$ cat src/rtl/wmc_pkg.sv
package wmc_pkg;

  localparam int ADDR_W = 3;
  localparam int DATA_W = 4;
  localparam int BYTE_W = ADDR_W + 1 + DATA_W;

  localparam logic [ADDR_W-1:0] A_MODE = 3'b000;
  localparam logic [ADDR_W-1:0] A_TIM  = 3'b001;

  typedef enum logic [2:0] {
    M_NREQ  = 3'b000,
    M_NORM  = 3'b001,
    M_STBY  = 3'b010,
    M_STOP  = 3'b011,
    M_DNORM = 3'b101,
    M_DSTBY = 3'b110,
    M_DSTOP = 3'b111
  } mode_e;

  typedef struct packed {
    logic [ADDR_W-1:0] addr;
    logic              we;
    logic [DATA_W-1:0] data;
  } wbyte_t;

  function automatic logic is_dbg(input mode_e m);
    return m[2];
  endfunction

  // data bits 2:0 must be 101, 110 or 111 to pick a mode
  function automatic logic sel_ok(input logic [DATA_W-1:0] d);
    return d[2] && (d[1:0] != 2'b00);
  endfunction

  function automatic logic is_zero(input logic [DATA_W-1:0] d);
    return d == '0;
  endfunction

  function automatic mode_e plain_mode(input logic [DATA_W-1:0] d);
    return mode_e'({1'b0, d[1:0]});
  endfunction

  function automatic mode_e dbg_mode(input logic [DATA_W-1:0] d);
    return mode_e'({1'b1, d[1:0]});
  endfunction

  function automatic logic [BYTE_W-1:0] mode_word(input logic flag, input mode_e m);
    return {4'b0000, flag, m};
  endfunction

endpackage

$ cat src/rtl/wmc_decode.sv
module wmc_decode
  import wmc_pkg::*;
(
  input  logic              wr_en,
  input  logic [BYTE_W-1:0] wr_byte,
  input  logic              hold,
  output logic              mode_wr,
  output logic              tim_wr,
  output logic [DATA_W-1:0] wdata
);

  wbyte_t b;
  logic   take;

  assign b       = wbyte_t'(wr_byte);
  assign take    = wr_en && b.we && !hold;
  assign mode_wr = take && (b.addr == A_MODE);
  assign tim_wr  = take && (b.addr == A_TIM);
  assign wdata   = b.data;

endmodule

$ cat src/rtl/wmc_timer.sv
module wmc_timer #(
  parameter int PERIOD  = 2800000,
  parameter int RST_LEN = 16
) (
  input  logic clk,
  input  logic por_n,
  input  logic run,
  input  logic kick,
  output logic expire,
  output logic pulsing
);

  localparam int CW = $clog2(PERIOD + 1);
  localparam int PW = $clog2(RST_LEN + 1);
  localparam logic [CW-1:0] LAST = CW'(PERIOD - 1);
  localparam logic [PW-1:0] PLEN = PW'(RST_LEN);

  logic [CW-1:0] cnt;
  logic [PW-1:0] pcnt;

  assign pulsing = (pcnt != '0);
  assign expire  = run && !pulsing && !kick && (cnt == LAST);

  always_ff @(posedge clk or negedge por_n) begin
    if (!por_n) begin
      cnt  <= '0;
      pcnt <= '0;
    end else begin
      if (pulsing) pcnt <= pcnt - PW'(1);
      if (expire) begin
        pcnt <= PLEN;
        cnt  <= '0;
      end else if (!run || pulsing || kick) begin
        cnt <= '0;
      end else begin
        cnt <= cnt + CW'(1);
      end
    end
  end

endmodule

$ cat src/rtl/wmc_fsm.sv
module wmc_fsm
  import wmc_pkg::*;
(
  input  logic              clk,
  input  logic              por_n,
  input  logic              mode_wr,
  input  logic              tim_wr,
  input  logic [DATA_W-1:0] wdata,
  input  logic              expire,
  input  logic              rd_en,
  input  logic [ADDR_W-1:0] rd_addr,
  output mode_e             mode,
  output logic              flag,
  output logic              armed,
  output logic              wd_ok,
  output logic [BYTE_W-1:0] rd_data
);

  logic rd_mode;
  assign rd_mode = rd_en && (rd_addr == A_MODE);

  always_ff @(posedge clk or negedge por_n) begin
    if (!por_n) begin
      mode    <= M_NREQ;
      flag    <= 1'b1;
      armed   <= 1'b0;
      wd_ok   <= 1'b0;
      rd_data <= '0;
    end else begin
      if (rd_en) rd_data <= rd_mode ? mode_word(flag, mode) : '0;
      if (rd_mode) flag <= 1'b0;

      if (expire) begin
        mode  <= M_NREQ;
        armed <= 1'b0;
        wd_ok <= 1'b0;
      end else if (tim_wr) begin
        wd_ok <= 1'b1;
        if (mode == M_NREQ) mode <= M_NORM;
      end else if (mode_wr) begin
        if (mode == M_NREQ) begin
          mode <= M_NREQ;
        end else if (is_dbg(mode)) begin
          if (is_zero(wdata))      mode <= M_NORM;
          else if (sel_ok(wdata))  mode <= dbg_mode(wdata);
        end else if (armed) begin
          if (is_zero(wdata)) begin
            armed <= 1'b0;
            flag  <= 1'b0;
          end else if (sel_ok(wdata)) begin
            mode  <= dbg_mode(wdata);
            armed <= 1'b0;
            flag  <= 1'b0;
          end
        end else begin
          if (is_zero(wdata) && flag && (mode == M_NORM)) armed <= 1'b1;
          else if (sel_ok(wdata))                          mode  <= plain_mode(wdata);
        end
      end
    end
  end

endmodule

$ cat src/rtl/wdt_mode_ctrl.sv
module wdt_mode_ctrl
  import wmc_pkg::*;
#(
  parameter int PERIOD  = 2800000,
  parameter int RST_LEN = 16
) (
  input  logic       clk,
  input  logic       por_n,
  input  logic       wr_en,
  input  logic [7:0] wr_byte,
  input  logic       rd_en,
  input  logic [2:0] rd_addr,
  output logic [7:0] rd_data,
  output logic       rst_n_o,
  output logic       wdog_n_o,
  output logic [2:0] mode_o
);

  logic              mode_wr_w;
  logic              tim_wr_w;
  logic [DATA_W-1:0] wdata_w;
  logic              expire_w;
  logic              pulsing_w;
  logic              flag_w;
  logic              armed_w;
  logic              wd_ok_w;
  logic              run_w;
  mode_e             mode_w;

  wmc_decode u_dec (
    .wr_en   (wr_en),
    .wr_byte (wr_byte),
    .hold    (pulsing_w),
    .mode_wr (mode_wr_w),
    .tim_wr  (tim_wr_w),
    .wdata   (wdata_w)
  );

  assign run_w = !is_dbg(mode_w);

  wmc_timer #(.PERIOD(PERIOD), .RST_LEN(RST_LEN)) u_tmr (
    .clk     (clk),
    .por_n   (por_n),
    .run     (run_w),
    .kick    (tim_wr_w),
    .expire  (expire_w),
    .pulsing (pulsing_w)
  );

  wmc_fsm u_fsm (
    .clk     (clk),
    .por_n   (por_n),
    .mode_wr (mode_wr_w),
    .tim_wr  (tim_wr_w),
    .wdata   (wdata_w),
    .expire  (expire_w),
    .rd_en   (rd_en),
    .rd_addr (rd_addr),
    .mode    (mode_w),
    .flag    (flag_w),
    .armed   (armed_w),
    .wd_ok   (wd_ok_w),
    .rd_data (rd_data)
  );

  assign rst_n_o  = !pulsing_w;
  assign wdog_n_o = wd_ok_w;
  assign mode_o   = mode_w;

endmodule

$ cat config.mk
export PLATFORM = sky130hd
export DESIGN_NAME = wdt_mode_ctrl
export DESIGN_NICKNAME = d
export VERILOG_FILES = /design/src/rtl/wmc_pkg.sv /design/src/rtl/wmc_decode.sv /design/src/rtl/wmc_timer.sv /design/src/rtl/wmc_fsm.sv /design/src/rtl/wdt_mode_ctrl.sv
export SDC_FILE = /design/constraint.sdc
export NUM_CORES = 1
export LEC_CHECK = 0
export CAP_MARGIN = 10
export CELL_PAD_IN_SITES_DETAIL_PLACEMENT = 1
export CELL_PAD_IN_SITES_GLOBAL_PLACEMENT = 2
export CORE_MARGIN = 3
export CORE_UTILIZATION = 30
export DETAILED_ROUTE_END_ITERATION = 8
export GPL_TIMING_DRIVEN = 1
export PLACE_DENSITY = 0.76
export SLEW_MARGIN = 20
export SYNTH_ARGS = -nofsm -noshare
export SYNTH_HDL_FRONTEND = slang
export SYNTH_SLANG_ARGS = --single-unit
$ cat constraint.sdc
create_clock -name clk -period 2.05 [get_ports clk]
set_clock_uncertainty 0.15 [all_clocks]
set_input_delay 0.615 -clock clk [delete_from_list [all_inputs] [get_ports clk]]
set_output_delay 0.615 -clock clk [all_outputs]
set_load 0.02 [all_outputs]
## Word level (Yosys, flattened, before mapping)

Cells that the tools add are included.

- Bits in registers: 41
- Bits in latches: 0
- Memory bits (writable): 0
- Memory bits (read-only): 0
- Bits of input ports: 15
- Output and inout port bits: 13
- Memories: 0

- Add/subtract/negate cells: 2
- Multiply operators: 0
- Divide/modulo/power cells: 0
- Magnitude comparators: 0
- Equal/unequal tests: 11
- Shifts and indexed selects: 0
- Muxes and demuxes: 38
- Bitwise logic cells: 0
- Reductions and logical operators: 30

Operator list:

| cell | number |
|---|---|
| $mux W22 | 2 |
| $mux W3 | 11 |
| $add A22 B1 Y22 const B | 1 |
| $eq A22 B22 Y1 const B | 1 |
| $mux W1 | 20 |
| $logic_and A1 B1 Y1 | 11 |
| $mux W5 | 2 |
| $ne A5 B5 Y1 const B | 2 |
| $reduce_bool A5 Y1 | 2 |
| $logic_not A3 Y1 | 3 |
| $reduce_bool A2 Y1 | 4 |
| $reduce_and A7 Y1 | 1 |
| $eq A3 B1 Y1 const B | 2 |
| $ne A2 B2 Y1 const B | 3 |
| $ne A5 B2 Y1 const B | 1 |
| $ne A5 B4 Y1 const B | 1 |
| $sub A5 B1 Y5 const B | 1 |
| $logic_not A4 Y1 | 1 |
| $mux W2 | 2 |
| $mux W4 | 1 |
| $reduce_and A4 Y1 | 1 |
| $logic_not A1 Y1 | 3 |
| $ne A3 B2 Y1 const B | 1 |
| $reduce_bool A3 Y1 | 1 |
| other kinds (2) | 3 |

## Depth between registers and ports, before layout

- Depth in word-level cells: 11
- Depth in mapped cells: 8
- Mapped depth without buffers: 8

## By module

From an unflattened synthesis, not the netlist that was laid out.

- Cells, all modules: 211
- Area, all modules: 2,054.5 um^2

Modules (own cells, without submodules):

| module | times used | cells an instance | area an instance (um^2) |
|---|---|---|---|
| wmc_timer | 1 | 136 | 1,396.3 |
| wmc_fsm | 1 | 65 | 594.3 |
| wmc_decode | 1 | 8 | 56.3 |
| wdt_mode_ctrl | 1 | 2 | 7.5 |

## Worst setup path before layout

OpenSTA, ideal clock, no wires.

- Kind: reg2out
- Start: reg u_tmr.pcnt[0]
- End: out rst_n_o
- Data arrival time: 1,272 ps
- Data required time: 1,285 ps
- Setup slack: 13 ps
- Cell stages (with the launch flop): 5
- Buffers on the path: 0
- Cells stage by stage: dfrtp_1 > inv_1 > ha_1 > or4b_4 > clkinv_2

- Longest elaborated chain between the ends: 2

RTL lines:

| element | line | RTL |
|---|---|---|
| from (decl) | wmc_timer.sv:19 | `logic [PW-1:0] pcnt;` |
| from (signal assigned) | wmc_timer.sv:29 | `if (pulsing) pcnt <= pcnt - PW'(1);` |
| $reduce_bool A5 Y1 | wmc_timer.sv:21 | `assign pulsing = (pcnt != '0);` |
| $logic_not A1 Y1 | wdt_mode_ctrl.sv:66 | `assign rst_n_o = !pulsing_w;` |
| to (decl) | wdt_mode_ctrl.sv:14 | `output logic rst_n_o,` |

No other way between the ends.

## Final worst setup path

Ends and elaborated chain as after synthesis.

==> out/metrics.csv <==
stage,metric,value,unit
synth,synthesized area per cell,9.55,um2
worst_setup_path,Worst EP required,1.28,ns
clock_network,hold buffers post-CTS,0,
clock_network,Root Driver,clkbuf_8,
layout,register area,927,um2
layout,Post-layout nets,298,
route,Vias,1755,
route,Total Wirelength,5530,um
worst_setup_path,CP Launch Type,register,
grt,global route total overflow,0,
grt,GRT Overall Usage,0.140,
clock_network,maximum root-to-sink buffer count,2,
die,IO Pins,28,
place,I/O Buffers,23,
worst_setup_path,RR Startpoint,u_tmr.pcnt[0]$_DFFE_PN0P_,
layout,utilization after layout,0.492,
synth,Post-synth ARST share,1.00,
layout,share of cells above drive strength 1,0.359,
sta,Final min period,2.33,ns
run_status,status,"finished, violations left",
synth,number of synthesized register bits,37,
power,LEAKAGE,1.36,nW
synth,Synth warnings,0,
synth,post-synthesis sequential area ratio,0.473,
run,Maximum Capacitance Violations,0,
power,P per Cell Area,644,nW/um2
synth,area of the mapped netlist,1960,um2
sta,Final Hold Vio Count,0,
sta,RSZ-0062 raised after global routing,true,
die,Die Width,86.8,um
sta,setup ws final,-0.280,ns
worst_setup_path,CP startpoint,u_tmr.pcnt[0]$_DFFE_PN0P_,
synth,Main synth FF type,dfrtp_1,
worst_setup_path,crit path DAT,1.57,ns
die,core area,6130,um2
route,vias per cell,4.93,
place,placed insts,331,
route,DRC,0,
clock_network,htree depth,2,
sta,FMAX,429,MHz
layout,"non-filler cells, final",356,
grt,pin count of the biggest net entering global routing,38,
run_status,failing checks,setup timing,
power,VDD IR max,0.000567,V
clock_network,Skew-Pair Late Insertion Delay,0.29,ns
grt,first-pass GRT wire length,8440,um
synth,Yosys cell types,42,
clock_network,Worst-path clk slew,0.08,ns
sta,max-slew violations,0,
die,initial core utilization,0.319,
worst_setup_path,kind of critical path,register to output port,
route,ANT nets after route,0,
grt,vias in the first global route,1829,
layout,Fill cells,688,
die,FP Rows,28,
grt,antenna violations before repair,0,
sta,Finish-stage setup viols,29,
die,Die Area,7530,um2
clock_network,# clock sinks,37,
clock_network,clock buffer count from CTS,5,
layout,diode count,0,
clock_network,CTS tree,done,
synth,Cells after Synth,205,
sta,final period utilization,1.14,
layout,area grow syn2layout,54.1,%
hold_path,min-delay worst type,input port to async pin,
place,dpl hpwl,3500,um
worst_setup_path,CP Max Fanout,2,
place,global placement routability congestion,0.763,
route,Wirelength per Cell,15.5,um
route,First-pass DRT Iterations,4,
layout,Multi-input gate area,1180,um2
synth,"EDFF count, synth",0,
die,chip height,86.8,um
worst_setup_path,crit end category,output port,
route,DRT iter0 DRCs,64,
==> cell usage in the layout (no fill, tap or decap), types with 2 or more instances in the layout <==
cell	n
inv_2	2
dlygate4sd2_1	4
o21ai_0	3
ha_1	2
nor2_4	22
buf_6	5
dfrtp_1	36
conb_1	4
nor2_1	16
o31ai_1	2
and4_1	2
nor4b_1	2
clkinv_2	2
and3_1	6
buf_4	40
nand2_1	14
a21oi_1	3
xnor2_1	8
o22ai_1	2
nand4_1	5
clkdlybuf4s50_1	13
nand3_2	2
clkbuf_8	5
nand3_1	15
nor4_4	2
nor3_1	3
and4b_1	2
clkbuf_16	2
dlymetal6s2s_1	4
inv_1	10
xor2_1	13
==> state kept, by name, summed over array words and instances, names as in the netlist <==
| signal | count |
|---|---|
| u_tmr.cnt | 22 |
| u_fsm.mode | 3 |
| u_tmr.pcnt | 5 |
| u_fsm.rd_data | 4 |
| u_fsm.flag | 1 |
| u_fsm.armed | 1 |
| u_fsm.wd_ok | 1 |
==> metrics by stage <==
step	cell area [um2]	hold slack [ns]	setup TNS [ns]	setup WS (ns)	power, mW
finish	3020	0.225	-2.71	-0.280	1.94
detailed placement	2490	0.338	-6.95	-0.452	1.38
floorplan	1970	0.169	0	0.0130	1.14
global route	3020	0.251	-4.46	-0.328	2.06
CTS	2670	0.243	-1.66	-0.267	1.89
global placement	2490	0.328	-6.46	-0.430	1.37
==> path summary, 6_finish.rpt <==
| path | end | slack, ns | depth (start not counted) |
|---|---|---|---|
| min in group clk | u_fsm.flag$_DFF_PN1_ | 0.35 | 1 |
| worst max-delay path | rst_n_o | -0.28 | 5 |
| max in group asynchronous | u_fsm.flag$_DFF_PN1_ | 1.17 | 2 |
| worst min register to register | u_fsm.flag$_DFF_PN1_ | 0.35 | 1 |
| worst min-delay path | u_tmr.cnt[21]$_DFF_PN0_ | 0.23 | 2 |
| worst max register to register | u_fsm.flag$_DFF_PN1_ | -0.24 | 9 |
==> cell families after synthesis <==
logic type | synth area share
mux | 0.00575
buf+inv | 0.0460
simple gates | 0.290
fa+ha+maj | 0.0192
flops | 0.473
other cells | 0.00192
xor+xnor | 0.0939
compound gates | 0.0697
==> synthesized netlist by cell type (all sizes together), types with 2 or more instances <==
| cell type | instances | area [um2] |
|---|---|---|
| a21oi | 4 | 20.0 |
| and3 | 7 | 43.8 |
| and4 | 2 | 17.5 |
| and4b | 2 | 20.0 |
| buf | 6 | 40.0 |
| dfrtp | 36 | 901 |
| ha | 3 | 37.5 |
| inv | 12 | 45.0 |
| nand2 | 15 | 56.3 |
| nand3 | 18 | 100 |
| nand4 | 5 | 31.3 |
| nor2 | 39 | 156 |
| nor3 | 4 | 20.0 |
| nor4 | 3 | 48.8 |
| nor4b | 2 | 17.5 |
| o21ai | 4 | 20.0 |
| o22ai | 2 | 12.5 |
| o31ai | 3 | 22.5 |
| xnor2 | 8 | 70.1 |
| xor2 | 13 | 114 |
==> routing by layer <==
layer,track usage,share of wire,vias up
met1,0.183,0.46,877
li1,-,-,850
met4,0.0425,0.0096,0
met2,0.231,0.51,21
met3,0.0295,0.021,7
met5,0,0,-
==> final cells by class <==
class                           instances  area share
Clock inverter                          2     0.00332
Clock buffer                            6      0.0241
Multi-Input combinational cell        152       0.393
Timing Repair Buffer                   71       0.224
Inverter                               13      0.0178
Tap cell                               75      0.0311
Sequential cell                        37       0.307
==> worst max-delay path: stages (launching register included) <==
cell and delay [ns]:
dfrtp_1 0.40, inv_2 0.09, ha_4 0.13, or4b_4 0.49, clkinv_4 0.07, buf_6 0.11
==> repair_timing <==
| item | CTS | global route |
|---|---|---|
| buffers inserted | 5 | 9 |
| gates resized for setup | 18 | 61 |
| cloned | 1 | 2 |
| setup endpoints to repair | 28 | 33 |
| pin swaps | 6 | 26 |
==> where the power goes <==
part,internal (mW),switching [mW]
registers,0.815,0.0834
logic,0.274,0.274
clock network,0.236,0.262
total,1.32,0.619
Note: power is estimated with default switching activity, not from simulation.
